===== src/rtl/mdio_pin_mux_pkg.sv =====
package mdio_pin_mux_pkg;

  localparam int unsigned REG_W   = 8;
  localparam int unsigned B_OWN   = 0;
  localparam int unsigned B_CLK   = 1;
  localparam int unsigned B_DIR   = 2;
  localparam int unsigned B_DATA  = 3;
  localparam int unsigned B_EXTEN = 4;
  localparam int unsigned B_SER   = 5;
  localparam int unsigned B_PHY   = 6;
  localparam int unsigned B_LINK  = 7;

  typedef struct packed {
    logic serial_mode;
    logic ext_en;
    logic bb_dout;
    logic bb_oe;
    logic bb_clk;
    logic eng_own;
  } ctrl_t;

  localparam ctrl_t CTRL_RESET = '{serial_mode: 1'b0, ext_en: 1'b0, bb_dout: 1'b0,
                                   bb_oe: 1'b0, bb_clk: 1'b0, eng_own: 1'b1};

endpackage


===== src/rtl/mdio_sync.sv =====
module mdio_sync #(
  parameter int unsigned W      = 1,
  parameter int unsigned STAGES = 2
) (
  input  logic         clk,
  input  logic         rst,
  input  logic [W-1:0] d,
  output logic [W-1:0] q
);
  localparam int unsigned LAST = STAGES - 1;

  logic [STAGES-1:0][W-1:0] pipe;

  genvar s;
  generate
    for (s = 0; s < STAGES; s++) begin : g_stage
      if (s == 0) begin : g_first
        always_ff @(posedge clk) begin
          if (rst) pipe[s] <= '0;
          else     pipe[s] <= d;
        end
      end else begin : g_next
        always_ff @(posedge clk) begin
          if (rst) pipe[s] <= '0;
          else     pipe[s] <= pipe[s-1];
        end
      end
    end
  endgenerate

  assign q = pipe[LAST];
endmodule


===== src/rtl/mdio_ctrl_regs.sv =====
module mdio_ctrl_regs
  import mdio_pin_mux_pkg::*;
(
  input  logic             clk,
  input  logic             rst,
  input  logic             we,
  input  logic [REG_W-1:0] wdata,
  output ctrl_t            ctrl
);
  logic unused_ro;
  assign unused_ro = wdata[B_PHY] ^ wdata[B_LINK];

  always_ff @(posedge clk) begin
    if (rst) begin
      ctrl <= CTRL_RESET;
    end else if (we) begin
      ctrl.eng_own     <= wdata[B_OWN];
      ctrl.bb_clk      <= wdata[B_CLK];
      ctrl.bb_oe       <= wdata[B_DIR];
      ctrl.bb_dout     <= wdata[B_DATA];
      ctrl.ext_en      <= wdata[B_EXTEN];
      ctrl.serial_mode <= wdata[B_SER];
    end
  end
endmodule


===== src/rtl/mdio_pad_mux.sv =====
module mdio_pad_mux
  import mdio_pin_mux_pkg::*;
(
  input  logic  clk,
  input  logic  rst,
  input  ctrl_t ctrl,
  input  logic  eng_mdc,
  input  logic  eng_mdo,
  input  logic  eng_mdo_en,
  output logic  pad_mdc,
  output logic  pad_mdo,
  output logic  pad_mdo_en
);
  logic own_d1;
  logic handover;
  logic mdc_nx, mdo_nx, oe_nx;

  assign handover = ctrl.eng_own ^ own_d1;

  always_comb begin
    if (ctrl.eng_own) begin
      mdc_nx = eng_mdc;
      mdo_nx = eng_mdo;
      oe_nx  = eng_mdo_en;
    end else begin
      mdc_nx = ctrl.bb_clk;
      mdo_nx = ctrl.bb_dout;
      oe_nx  = ctrl.bb_oe;
    end
    if (handover) oe_nx = 1'b0;
  end

  always_ff @(posedge clk) begin
    if (rst) begin
      own_d1     <= CTRL_RESET.eng_own;
      pad_mdc    <= 1'b0;
      pad_mdo    <= 1'b0;
      pad_mdo_en <= 1'b0;
    end else begin
      own_d1     <= ctrl.eng_own;
      pad_mdc    <= mdc_nx;
      pad_mdo    <= mdo_nx;
      pad_mdo_en <= oe_nx;
    end
  end
endmodule


===== src/rtl/mdio_pin_mux.sv =====
module mdio_pin_mux
  import mdio_pin_mux_pkg::*;
#(
  parameter int unsigned SYNC_STAGES = 2
) (
  input  logic             clk,
  input  logic             rst,
  input  logic             reg_we,
  input  logic [REG_W-1:0] reg_wdata,
  output logic [REG_W-1:0] reg_rdata,
  input  logic             eng_mdc,
  input  logic             eng_mdo,
  input  logic             eng_mdo_en,
  output logic             eng_mdi,
  output logic             pad_mdc,
  output logic             pad_mdo,
  output logic             pad_mdo_en,
  input  logic             pad_mdi,
  input  logic             link_in,
  output logic             ext_en,
  output logic             serial_mode
);
  localparam int unsigned SYNC_W = 2;

  ctrl_t             ctrl;
  logic [SYNC_W-1:0] sync_q;
  logic              mdi_s, link_s;

  mdio_ctrl_regs u_regs (
    .clk   (clk),
    .rst   (rst),
    .we    (reg_we),
    .wdata (reg_wdata),
    .ctrl  (ctrl)
  );

  mdio_sync #(.W(SYNC_W), .STAGES(SYNC_STAGES)) u_sync (
    .clk (clk),
    .rst (rst),
    .d   ({link_in, pad_mdi}),
    .q   (sync_q)
  );

  assign mdi_s  = sync_q[0];
  assign link_s = sync_q[1];

  mdio_pad_mux u_pads (
    .clk        (clk),
    .rst        (rst),
    .ctrl       (ctrl),
    .eng_mdc    (eng_mdc),
    .eng_mdo    (eng_mdo),
    .eng_mdo_en (eng_mdo_en),
    .pad_mdc    (pad_mdc),
    .pad_mdo    (pad_mdo),
    .pad_mdo_en (pad_mdo_en)
  );

  always_comb begin
    reg_rdata          = '0;
    reg_rdata[B_OWN]   = ctrl.eng_own;
    reg_rdata[B_CLK]   = ctrl.bb_clk;
    reg_rdata[B_DIR]   = ctrl.bb_oe;
    reg_rdata[B_DATA]  = mdi_s;
    reg_rdata[B_EXTEN] = ctrl.ext_en;
    reg_rdata[B_SER]   = ctrl.serial_mode;
    reg_rdata[B_PHY]   = mdi_s;
    reg_rdata[B_LINK]  = link_s;
  end

  assign eng_mdi     = mdi_s;
  assign ext_en      = ctrl.ext_en;
  assign serial_mode = ctrl.serial_mode;
endmodule


===== config.mk =====
export PLATFORM = sky130hd
export DESIGN_NAME = mdio_pin_mux
export DESIGN_NICKNAME = d
export VERILOG_FILES = /design/src/rtl/mdio_pin_mux_pkg.sv /design/src/rtl/mdio_sync.sv /design/src/rtl/mdio_ctrl_regs.sv /design/src/rtl/mdio_pad_mux.sv /design/src/rtl/mdio_pin_mux.sv
export SDC_FILE = /design/constraint.sdc
export NUM_CORES = 1
export LEC_CHECK = 0
export ABC_AREA = 0
export BUFFER_PORTS_ARGS = -buffer_cell sky130_fd_sc_hd__buf_2
export CAP_MARGIN = 10
export CORE_MARGIN = 2
export CORE_UTILIZATION = 35
export DETAILED_ROUTE_END_ITERATION = 7
export GPL_TIMING_DRIVEN = 1
export HOLD_SLACK_MARGIN = 0.03
export PLACE_DENSITY = 0.67
export SYNTH_ARGS = -nofsm -noshare
export SYNTH_HDL_FRONTEND = slang
export SYNTH_SLANG_ARGS = --single-unit

===== constraint.sdc =====
create_clock -name clk -period 1.2 [get_ports clk]
set_input_delay 0 -clock clk [delete_from_list [all_inputs] [get_ports clk]]
set_output_delay 0 -clock clk [all_outputs]
set_load 0.05 [all_outputs]

**After elaboration in Yosys (flattened, before gate mapping)**

Cells that the tools add are included.

- Mux-type cells: 3
- Bitwise logic cells: 1
- Reduce and logical (&&, ||, !) cells: 1

Operators with widths:

| cell | count |
|---|---|
| $mux 1 | 3 |
| $reduce_or 2->1 | 1 |
| $xor 1x1->1 | 1 |

- Register bits after elaboration: 14
- Output and inout bits: 14
- Logic and storage cells: 17

**Longest topological paths before layout**

Gate-level depths: netlist of the first run.

- Depth after elaboration: 2
- Depth in mapped cells: 3

**Modules after synthesis**

A second synthesis of the first run with hierarchy kept.

- Cells, all modules: 45
- Area total of the unflattened synthesis: 500.5 µm²

Modules (own cells, without submodules):

| module | instances | cells each | area an instance (µm²) | sequential area each (µm²) |
|---|---|---|---|---|
| mdio_ctrl_regs | 1 | 19 | 217.7 | 120.1 |
| mdio_pad_mux | 1 | 12 | 132.6 | 80.1 |
| mdio_sync | 1 | 10 | 120.1 | 80.1 |
| mdio_pin_mux | 1 | 4 | 30.0 | 0.0 |

**Least setup slack after synthesis of the first run**

OpenSTA, ideal clock, no wires.

- Path type: reg-to-output
- Start: reg u_sync.pipe, in the netlist u_sync.q[0]
- End: out reg_rdata[3]
- Arrival time: 0.914 ns
- Setup slack: 0.286 ns
- Cell stages (with the launch flop): 2
- Path buffers: 1
- Cell sequence: dfxtp_1 -> buf_4

RTL lines:

| what | RTL line | RTL |
|---|---|---|
| start, declared | mdio_sync.sv:12 | `logic [STAGES-1:0][W-1:0] pipe;` |
| start signal, assigned by index | mdio_sync.sv:25 | `else pipe[s] <= pipe[s-1];` |
| end, declared | mdio_pin_mux.sv:10 | `output logic [REG_W-1:0] reg_rdata,` |

No word-level cell between the ends.

**Final worst setup path of the first run**

- Start: reg, netlist name u_regs.ctrl[0]
- End: out reg_rdata[0]

No word-level cell between the ends.

==> out/metrics.cfg, run 1 <==
[routing]
detail-route-antenna-nets = 0
drt_iter0_markers = 1
wl_per_cell_microns = 9.479
post-route-drc-count = 0
detail_route.vias_per_cell = 4.351
drtPass1Iterations = 2
routed_wl_microns = 891
vias = 409

[synthesis]
synth_nets = 64
ys_ff_latch = 14
syn_inst = 48
avgSynthCellArea_sq_um = 10.66
synth_top_area_share_pct = 54.77
synth_area_leaders = dfxtp_1 (55%), mux2i_1 (14%), buf_4 (12%)
netlist_area_sq_um = 511.7
synth_cell_types = 11
ys_warn_count = 0
synth_seq_area_share_pct = 54.77
synth_largest_area_cell = dfxtp_1

[sta]
tightest_slew_ns = 0.2541
max_slew_margin_pct = 83.18
fin_skew_ns = 0.0007935
fin_crit_ns = 1.024
tns_ns = 0
fin_ws_ns = 0.1760
holdWs_ns = 0.05569
slew_violations = 0
setup_viol = 0
hold_violations = 0
timing.fmax_mhz = 976.6
grt_setup_unrepaired = no
post-route-period-util_pct = 85.33

[power_and_ir_drop]
finalPower_uw = 957.9
leakagePower_nw = 0.3754
irDropWorstVdd_mv = 0.7103
p_per_area_nw_per_um2 = 1315

[die]
core_area_sq_um = 1334
ios = 30
start_util_pct = 38.37
core.rowCount = 13
dieArea_sq_um = 1784
die_w_microns = 42.24
die_h_microns = 42.24

[worst_setup_path]
cp_max_fo = 7
crit_path_end_kind = output port
crit_required_ns = 1.20
cp_num_buf_inv = 1
start_kind = flop
cp_slowest_stage_delay_ns = 0.45
crit_family = flip-flops
path_cells = buf_2
path_class = reg2out
cp_slowest_cell = dfxtp_1
arrival_ns = 1.02

[cells_and_area]
fillers = 131
fin_util_pct = 54.60
area_growth_pct = 42.30
nets = 97
antenna_cells = 0
layout-drive-gt1-share_pct = 37.97
final_area_sq_um = 728.2
layout.cells.non_filler = 94

[clocking]
clk_pin_slew_ns = 0.07
htree_levels = 1
clk_latency_ns = 0.26
cts_buffers = 3
cts_resized = 0
root_buffer = clkbuf_4
clock_sinks = 14
clk_path_buf_depth = 2
cts_tree = done

[placed_design]
placed_area_sq_um = 595.6
gp_congestion = 0.6558
dp_slack_ns = 0.2185
dp_cells = 80
port_buffers = 27

[global_route]
antenna_found_initial = 0
grt_overflow = 0
grt_max_degree = 15
grt_use_total_pct = 10.84
grt_pass1_wl_mm = 1.442
grt_pass1_vias = 373

[run_status]
status = complete, no violations

[hold_path]
hold_class = in2reg

[run]
drv_cap = 0

==> registers in the layout, indices dropped and copies added (netlist names) <==
register and flops:
u_pads.own_d1 1, u_pads.pad_mdc 1, u_pads.pad_mdo 1, u_pads.pad_mdo_en 1, u_regs.ctrl 6, u_sync.pipe 2, u_sync.q 2
==> Yosys cell counts, drive strengths merged <==
cell	n
mux2i	7
nand3	1
nor2	7
dfxtp	14
or2	1
buf	10
or3b	1
a211o	1
a21oi	1
nor2b	5
==> routing by layer <==
metal | global-route usage (%) | part of all wire (%) | up-vias
met3 | 3.879 | 6.8 | 0
met1 | 11.64 | 39 | 182
met5 | 0 | 0 | -
met2 | 18.46 | 54 | 17
li1 | - | - | 210
met4 | 5.625 | 0 | 0
==> path summary, 6_finish.rpt <==
path                                    start                           end  slack, ns  cells past startpoint
setup / recovery  u_regs.ctrl[0]$_SDFFE_PP1P_                  reg_rdata[0]       0.18                      1
hold / removal                            rst   u_regs.ctrl[5]$_SDFFE_PP0P_       0.06                      2
setup reg to reg  u_regs.ctrl[0]$_SDFFE_PP1P_  u_pads.pad_mdo_en$_SDFF_PP0_       0.22                      2
hold reg to reg     u_sync.pipe[1]$_SDFF_PP0_        u_sync.q[1]$_SDFF_PP0_       0.44                      1
==> timing repair <==
action                    4_1_cts  5_1_grt
hold buffers                   11        0
setup buffers                   0        0
hold endpoints to repair       11        0
==> final cells by class <==
cell class                      count  area, sq um  area share, %
Tap cell                           15        18.77          2.577
Multi-Input combinational cell     24        161.4          22.16
Timing Repair Buffer               38        245.2          33.68
Clock buffer                        3        22.52          3.093
Sequential cell                    14        280.3          38.49
==> cell usage in the layout (no fill, tap or decap) <==
cell type      count
nor2_1             7
or3b_1             1
buf_2             27
nand3_1            1
clkbuf_4           3
mux2i_1            7
a21oi_1            1
a211o_1            1
dlygate4sd3_1     11
nor2b_1            5
or2_1              1
dfxtp_1           14
==> power breakdown <==
| part | switching, mW | total (mW) | internal (mW) |
|---|---|---|---|
| Combinational | 0.131 | 0.208 | 0.0775 |
| Sequential | 0.0134 | 0.504 | 0.491 |
| Clock | 0.129 | 0.245 | 0.116 |
==> kinds of logic after synthesis <==
| kind of cell | synth area share, % |
|---|---|
| and+or+nand+nor | 15.16 |
| AOI/OAI and AO/OA | 2.689 |
| DFF | 54.77 |
| muxes | 13.69 |
| buffers and inverters | 13.69 |
Note: power is estimated with default switching activity, not from simulation.
==> inputs of run 2 (changes only) <==
- CORE_AREA: default -> 2 2 39 41
- CORE_MARGIN: 2 -> default
- CORE_UTILIZATION: 35 -> default
- DIE_AREA: default -> 0 0 41 43
- PLACE_DENSITY: 0.67 -> 0.72
==> run 2 against run 1 <==
Maximum frequency decreased by 0.98%. Clock-buffer cell count is 1 higher. First-iteration DRC count increased to 6.0 times the previous value. Die area is 1.2% lower. Global-route usage up 2.5 points. Largest power group unchanged.
==> out/metrics.cfg, run 2 (synthesis results as in run 1) <==
[worst_setup_path]
path_depth = 1  ; unchanged
crit_family = flip-flops
cp_slowest_stage_delay_ns = 0.45  ; about the same
worstSetupEndpoint = reg_rdata[0]
crit_required_ns = 1.20  ; about the same
startpoint = u_regs.ctrl[0]$_SDFFE_PP1P_
start_kind = flop
path_class = reg2out
path_cells = buf_2
regToRegEndpoint = u_pads.pad_mdo_en$_SDFF_PP0_
arrival_ns = 1.03  ; about the same
crit_path_end_kind = output port
cp_slowest_cell = dfxtp_1
r2r_setup_slack_ns = 0.23  ; about the same
reg2reg_depth = 2  ; unchanged
timing.rr.start = u_regs.ctrl[0]$_SDFFE_PP1P_
cp_num_buf_inv = 1  ; unchanged
cp_max_fo = 7  ; unchanged

[clocking]
cts_tree = done
cts_setup_buffers = 0  ; unchanged
cts_buffers = 3  ; unchanged
clock_sinks = 14  ; unchanged
clk_pin_slew_ns = 0.08  ; about the same
htree_levels = 1  ; unchanged
clk_latency_ns = 0.27  ; about the same
root_buffer = clkbuf_4
clk_path_buf_depth = 2  ; unchanged

[die]
die_h_microns = 43  ; +1.8%
ios = 30  ; unchanged
start_util_pct = 36.98  ; -1.4 points
core_area_sq_um = 1384  ; +3.8%
dieArea_sq_um = 1763  ; -1.2%
die_w_microns = 41  ; -2.9%
core.rowCount = 14  ; +1

[placed_design]
dp_cells = 81  ; +1.3%
port_buffers = 27  ; unchanged
placed_area_sq_um = 596.8  ; +0.21%
gp_congestion = 0.5681  ; -13%

[power_and_ir_drop]
leakagePower_nw = 0.3825  ; +1.9%
irDropWorstVdd_mv = 0.5287  ; -26%
p_per_area_nw_per_um2 = 1399  ; +6.3%

[cells_and_area]
fillers = 131  ; unchanged
nets = 97  ; unchanged
top_register = u_regs.ctrl
antenna_cells = 0  ; unchanged
largest_reg_flops = 6  ; unchanged
layout.cells.non_filler = 96  ; +2.1%
regArea_sq_um = 280.3  ; unchanged
final_area_sq_um = 743.2  ; +2.1%
area_growth_pct = 45.23
layout-drive-gt1-share_pct = 38.75  ; +0.78 points
fin_util_pct = 53.71  ; -0.89 points
final_common_cell = buf_2
layout_common_cells = buf_2 (27), dfxtp_1 (14), dlygate4sd3_1 (11)
multiInputGateArea_sq_um = 161.4  ; unchanged

[sta]
fin_skew_ns = 0.001308  ; +0.0005144 ns
hold_violations = 0  ; unchanged
setup_viol = 0  ; unchanged
slew_violations = 0  ; unchanged
grt_setup_unrepaired = no
tns_ns = 0  ; unchanged
holdWs_ns = 0.05297  ; -0.002728 ns
fin_crit_ns = 1.034  ; +0.01011 ns
tightest_slew_ns = 0.2537  ; -0.0003163 ns
max_slew_margin_pct = 83.20  ; about the same
timing.fmax_mhz = 967.0  ; -0.98%
post-route-period-util_pct = 86.18  ; +0.84 points

[global_route]
grt_pass1_wl_mm = 1.573  ; +9.1%
grt_overflow = 0  ; unchanged
grt_pass1_vias = 404  ; +8.3%
grt_use_total_pct = 13.35  ; +2.5 points
grt_max_degree = 15  ; unchanged
antenna_found_initial = 0  ; unchanged

[routing]
routed_wl_microns = 974  ; +9.3%
vias = 405  ; -0.98%
post-route-drc-count = 0  ; unchanged
wl_per_cell_microns = 10.15  ; +7.0%
drtPass1Iterations = 3  ; +1
detail-route-antenna-nets = 0  ; unchanged
detail_route.vias_per_cell = 4.219  ; -3.0%
drt_iter0_markers = 6  ; +5

[run]
drv_cap = 0  ; unchanged

[run_status]
status = complete, no violations

[hold_path]
hold_class = in2reg

[run 2: changes by cell type in the layout (fill, tap and decap cells not counted)]
cell and delta:
clkbuf_8 +1
[run 2: worst min path at each step]
stage                       from                     endpoint  depth (start not counted)
floorplan                    rst    u_sync.pipe[0]$_SDFF_PP0_                          1
global placement         link_in    u_sync.pipe[1]$_SDFF_PP0_                          2
detailed placement  reg_wdata[0]  u_regs.ctrl[0]$_SDFFE_PP1P_                          2
CTS                          rst  u_regs.ctrl[5]$_SDFFE_PP0P_                          2
global route                 rst    u_pads.pad_mdo$_SDFF_PP0_                          2
finish                       rst    u_pads.pad_mdo$_SDFF_PP0_                          2
[run 2: where the power goes]
group / internal, mW / total, mW / switching (mW)
Combinational: 0.0775 / 0.210 / 0.132
Sequential: 0.491 / 0.505 / 0.0140
Clock: 0.184 / 0.325 / 0.141
Total: 0.753 / 1.04 / 0.287
[run 2: cell type report]
class	instances	share of cell area [%]
clock buffer	4	4.882
multi-input combinational	24	21.72
sequential	14	37.71
tap	16	2.694
timing repair buffer	38	33.00
[run 2: per-layer routing]
layer | up-vias | share of wire [%] | GRT usage, %
met1 | 182 | 40 | 13.49
met4 | 0 | 0 | 8.000
met3 | 0 | 4.5 | 3.141
li1 | 211 | - | -
met2 | 12 | 56 | 22.81
met5 | - | 0 | 0
[run 2: stage by stage]
step           setup WS, ns  total power [mW]
4_1_cts              0.1486             1.057
3_3_place_gp         0.2657            0.6957
3_5_place_dp         0.2581            0.6998
6_report             0.1659             1.040
5_1_grt              0.1084             1.101
2_1_floorplan        0.2859            0.6676
[run 2: repair_timing]
item / CTS / global route
hold endpoints to repair: 11 / 0
hold buffers: 11 / 0
gates resized for setup: 0 / 0
endpoints found under the setup margin: 0 / 0
==> inputs of run 3 (changes only) <==
- CAP_MARGIN: 10 -> 40
- PLACE_DENSITY: 0.72 -> 0.71
- SYNTH_HIERARCHICAL: default -> 1
==> run 3 against run 2 <==
Setup slack about the same. Routed wire length rose by 1.3%. Maximum frequency about the same. Clock skew is 0.00099 ns lower. Sequential power about the same. Non-clock buffer count is the same. Largest cell class unchanged. Worst hold slack gained 0.0015 ns. Power up 0.65%. Highest routed layer is now met4. Global-route usage rose by 0.074 points. Combinational power barely moved. Via count grew 1.2%. Register-to-register slack improved by 0.04 ns.
==> out/metrics.cfg, run 3 <==
[sta]
post-route-period-util_pct = 86.14  ; about the same
fin_skew_ns = 0.0003190  ; -0.0009888 ns
grt_setup_unrepaired = no
fin_crit_ns = 1.034  ; -0.0004740 ns
timing.fmax_mhz = 967.5  ; about the same
tns_ns = 0  ; unchanged
hold_violations = 0  ; unchanged
tightest_slew_ns = 0.2527  ; -0.001037 ns
max_slew_margin_pct = 83.27  ; about the same
setup_viol = 0  ; unchanged
slew_violations = 0  ; unchanged

[synthesis]
ys_warn_count = 6  ; +6
synth_seq_area_share_pct = 56.00  ; +1.2 points
synth_area_leaders = dfxtp_1 (56%), mux2i_1 (14%), buf_4 (9.0%)
synth-edff-count = 0  ; unchanged
synth_compound_gate_area_share_pct = 2.750  ; +0.061 points
yosys.area_share.simple_pct = 16.00  ; +0.84 points
synth_ff_type = dfxtp_1
synth_top_area_share_pct = 56.00  ; +1.2 points
synth_mux_area_share_pct = 14.00  ; +0.31 points
synth_fa_ha_area_share_pct = 0  ; unchanged
synthTopCellsByCount = dfxtp_1 (14), mux2i_1 (7), nor2_1 (7)
yosys.area_share.xor_xnor_pct = 0  ; unchanged
synth_nets = 61  ; -4.7%
ys_ff_latch = 14  ; unchanged
syn_inst = 45  ; -6.3%
ys_async_sr_fraction_pct = 0  ; unchanged
synth_largest_area_cell = dfxtp_1
avgSynthCellArea_sq_um = 11.12  ; +4.3%
synth_top_family_by_area = simple AND/OR/NAND/NOR gates
netlist_area_sq_um = 500.5  ; -2.2%
synth_cell_types = 12  ; +1
yosys.cell_count.top_type = dfxtp_1

[clocking]
root_buffer = clkbuf_4
clock_sinks = 14  ; unchanged
cts_tree = done
clk_path_buf_depth = 2  ; unchanged
clk_pin_slew_ns = 0.08  ; about the same
cts_buffers = 3  ; unchanged
htree_levels = 1  ; unchanged
cts_setup_buffers = 0  ; unchanged
clk_latency_ns = 0.27  ; about the same

[worst_setup_path]
cp_num_buf_inv = 1  ; unchanged
start_kind = flop
arrival_ns = 1.03  ; about the same
timing.rr.start = u_regs/ctrl[0]$_SDFFE_PP1P_
cp_max_fo = 7  ; unchanged
startpoint = u_regs/ctrl[0]$_SDFFE_PP1P_
reg2reg_depth = 2  ; unchanged
cp_slowest_stage_delay_ns = 0.45  ; about the same
path_depth = 1  ; unchanged
crit_path_end_kind = output port
cp_slowest_cell = dfxtp_1
r2r_setup_slack_ns = 0.27  ; +0.04 ns
worstSetupEndpoint = reg_rdata[0]
crit_required_ns = 1.20  ; about the same
regToRegEndpoint = u_pads/pad_mdo_en$_SDFF_PP0_
path_cells = buf_2
crit_family = flip-flops
path_class = reg2out

[global_route]
antenna_found_initial = 0  ; unchanged
grt_pass1_wl_mm = 1.518  ; -3.5%
grt_overflow = 0  ; unchanged
grt_max_degree = 15  ; unchanged
grt_pass1_vias = 404  ; unchanged
grt_use_total_pct = 13.42  ; +0.074 points

[placed_design]
gp_congestion = 0.5917  ; +4.2%
port_buffers = 27  ; unchanged
hpwl_microns = 632.8
placed_area_sq_um = 599.3  ; +0.42%

[cells_and_area]
antenna_cells = 0  ; unchanged
area_growth_pct = 49.00
layout_common_cells = buf_2 (27), dfxtp_1 (14), dlygate4sd3_1 (11)
nets = 97  ; unchanged
top_register = u_regs/ctrl
final_common_cell = buf_2
layout-drive-gt1-share_pct = 40.00  ; +1.3 points
final_area_sq_um = 745.7  ; +0.34%
largest_reg_flops = 6  ; unchanged

[routing]
wl_per_cell_microns = 10.28  ; +1.3%
drtPass1Iterations = 1  ; -2
vias = 410  ; +1.2%
drt_iter0_markers = 0  ; -6
detail_route.vias_per_cell = 4.271  ; +1.2%
post-route-drc-count = 0  ; unchanged
routed_wl_microns = 987  ; +1.3%
detail-route-antenna-nets = 0  ; unchanged

[power_and_ir_drop]
p_sw_uw = 292.8  ; +2.0%
finalPower_mw = 1.046  ; +0.65%
clockPowerShare_pct = 31.6  ; +0.3 points
p_per_area_nw_per_um2 = 1403  ; +0.31%
swShare_pct = 27.98  ; +0.37 points
irDropWorstVdd_mv = 0.6606  ; +25%
power_frac_seq_pct = 48.2  ; -0.4 points
intPower_uw = 753.6  ; +0.13%
leakagePower_nw = 0.3842  ; +0.42%
power_frac_comb_pct = 20.2  ; about the same

[die]
die_h_microns = 43  ; unchanged
core_area_sq_um = 1384  ; unchanged
die_w_microns = 41  ; unchanged
dieArea_sq_um = 1763  ; unchanged
ios = 30  ; unchanged
start_util_pct = 36.17  ; -0.81 points
core.rowCount = 14  ; unchanged

[run]
drv_cap = 0  ; unchanged

[run_status]
status = complete, no violations

[hold_path]
hold_class = in2reg

## run 3: logic make-up after synthesis
family,after synthesis
AND/OR/NAND/NOR,15
flip-flops,14
multiplexers,7
buffers and inverters,7
AO/OA/AOI/OAI,2
## run 3: how the worst min path moves through the flow
stage,start,end,slack (ns),cells after the start
3_3_place_gp,reg_wdata[0],u_regs/ctrl[0]$_SDFFE_PP1P_,0.21,2
4_1_cts,rst,u_regs/ctrl[3]$_SDFFE_PP0P_,0.05,2
6_report,rst,u_pads/pad_mdo$_SDFF_PP0_,0.05,2
2_1_floorplan,rst,u_pads/pad_mdo_en$_SDFF_PP0_,0.07,1
3_5_place_dp,reg_wdata[0],u_regs/ctrl[0]$_SDFFE_PP1P_,0.21,2
5_1_grt,rst,u_pads/pad_mdc$_SDFF_PP0_,0.06,2
## run 3: repair_timing
item | CTS | global route
gates resized for setup | 0 | 0
endpoints found under the hold margin | 11 | 0
hold buffers | 11 | 0
## run 3: power groups by stage
stage	sequential, mW	clock [mW]	combinational (mW)
6_report	0.505	0.330	0.211
3_3_place_gp	0.515	0	0.181
4_1_cts	0.505	0.339	0.212
3_5_place_dp	0.516	0	0.184
5_1_grt	0.510	0.357	0.226
2_1_floorplan	0.573	0	0.0863
## run 3: area by class of cell
type	count	area, sq um
well taps	16	20.02
repair buffers	38	245.2
fillers	121	638.1
clock buffers	4	36.28
multi-input cells	24	163.9
flip-flops and latches	14	280.3
## run 3: metrics by stage
step | setup slack (ns) | cells | hold WS (ns) | util (%)
5_1_grt | 0.09571 | 96 | 0.06077 | 53.89
3_3_place_gp | 0.2876 | 81 | 0.2104 | 43.31
6_report | 0.1664 | 96 | 0.05450 | 53.89
4_1_cts | 0.1490 | 96 | 0.05108 | 53.89
2_1_floorplan | 0.006531 | 45 | 0.06907 | -
3_5_place_dp | 0.2739 | 81 | 0.2141 | 43.31
## run 3: layer usage
layer	global-route usage [%]	vias up	wire length, microns
met1	11.11	184	381
li1	-	210	-
met4	12.00	0	19
met2	23.44	14	540
met5	0	-	0
met3	3.141	2	45
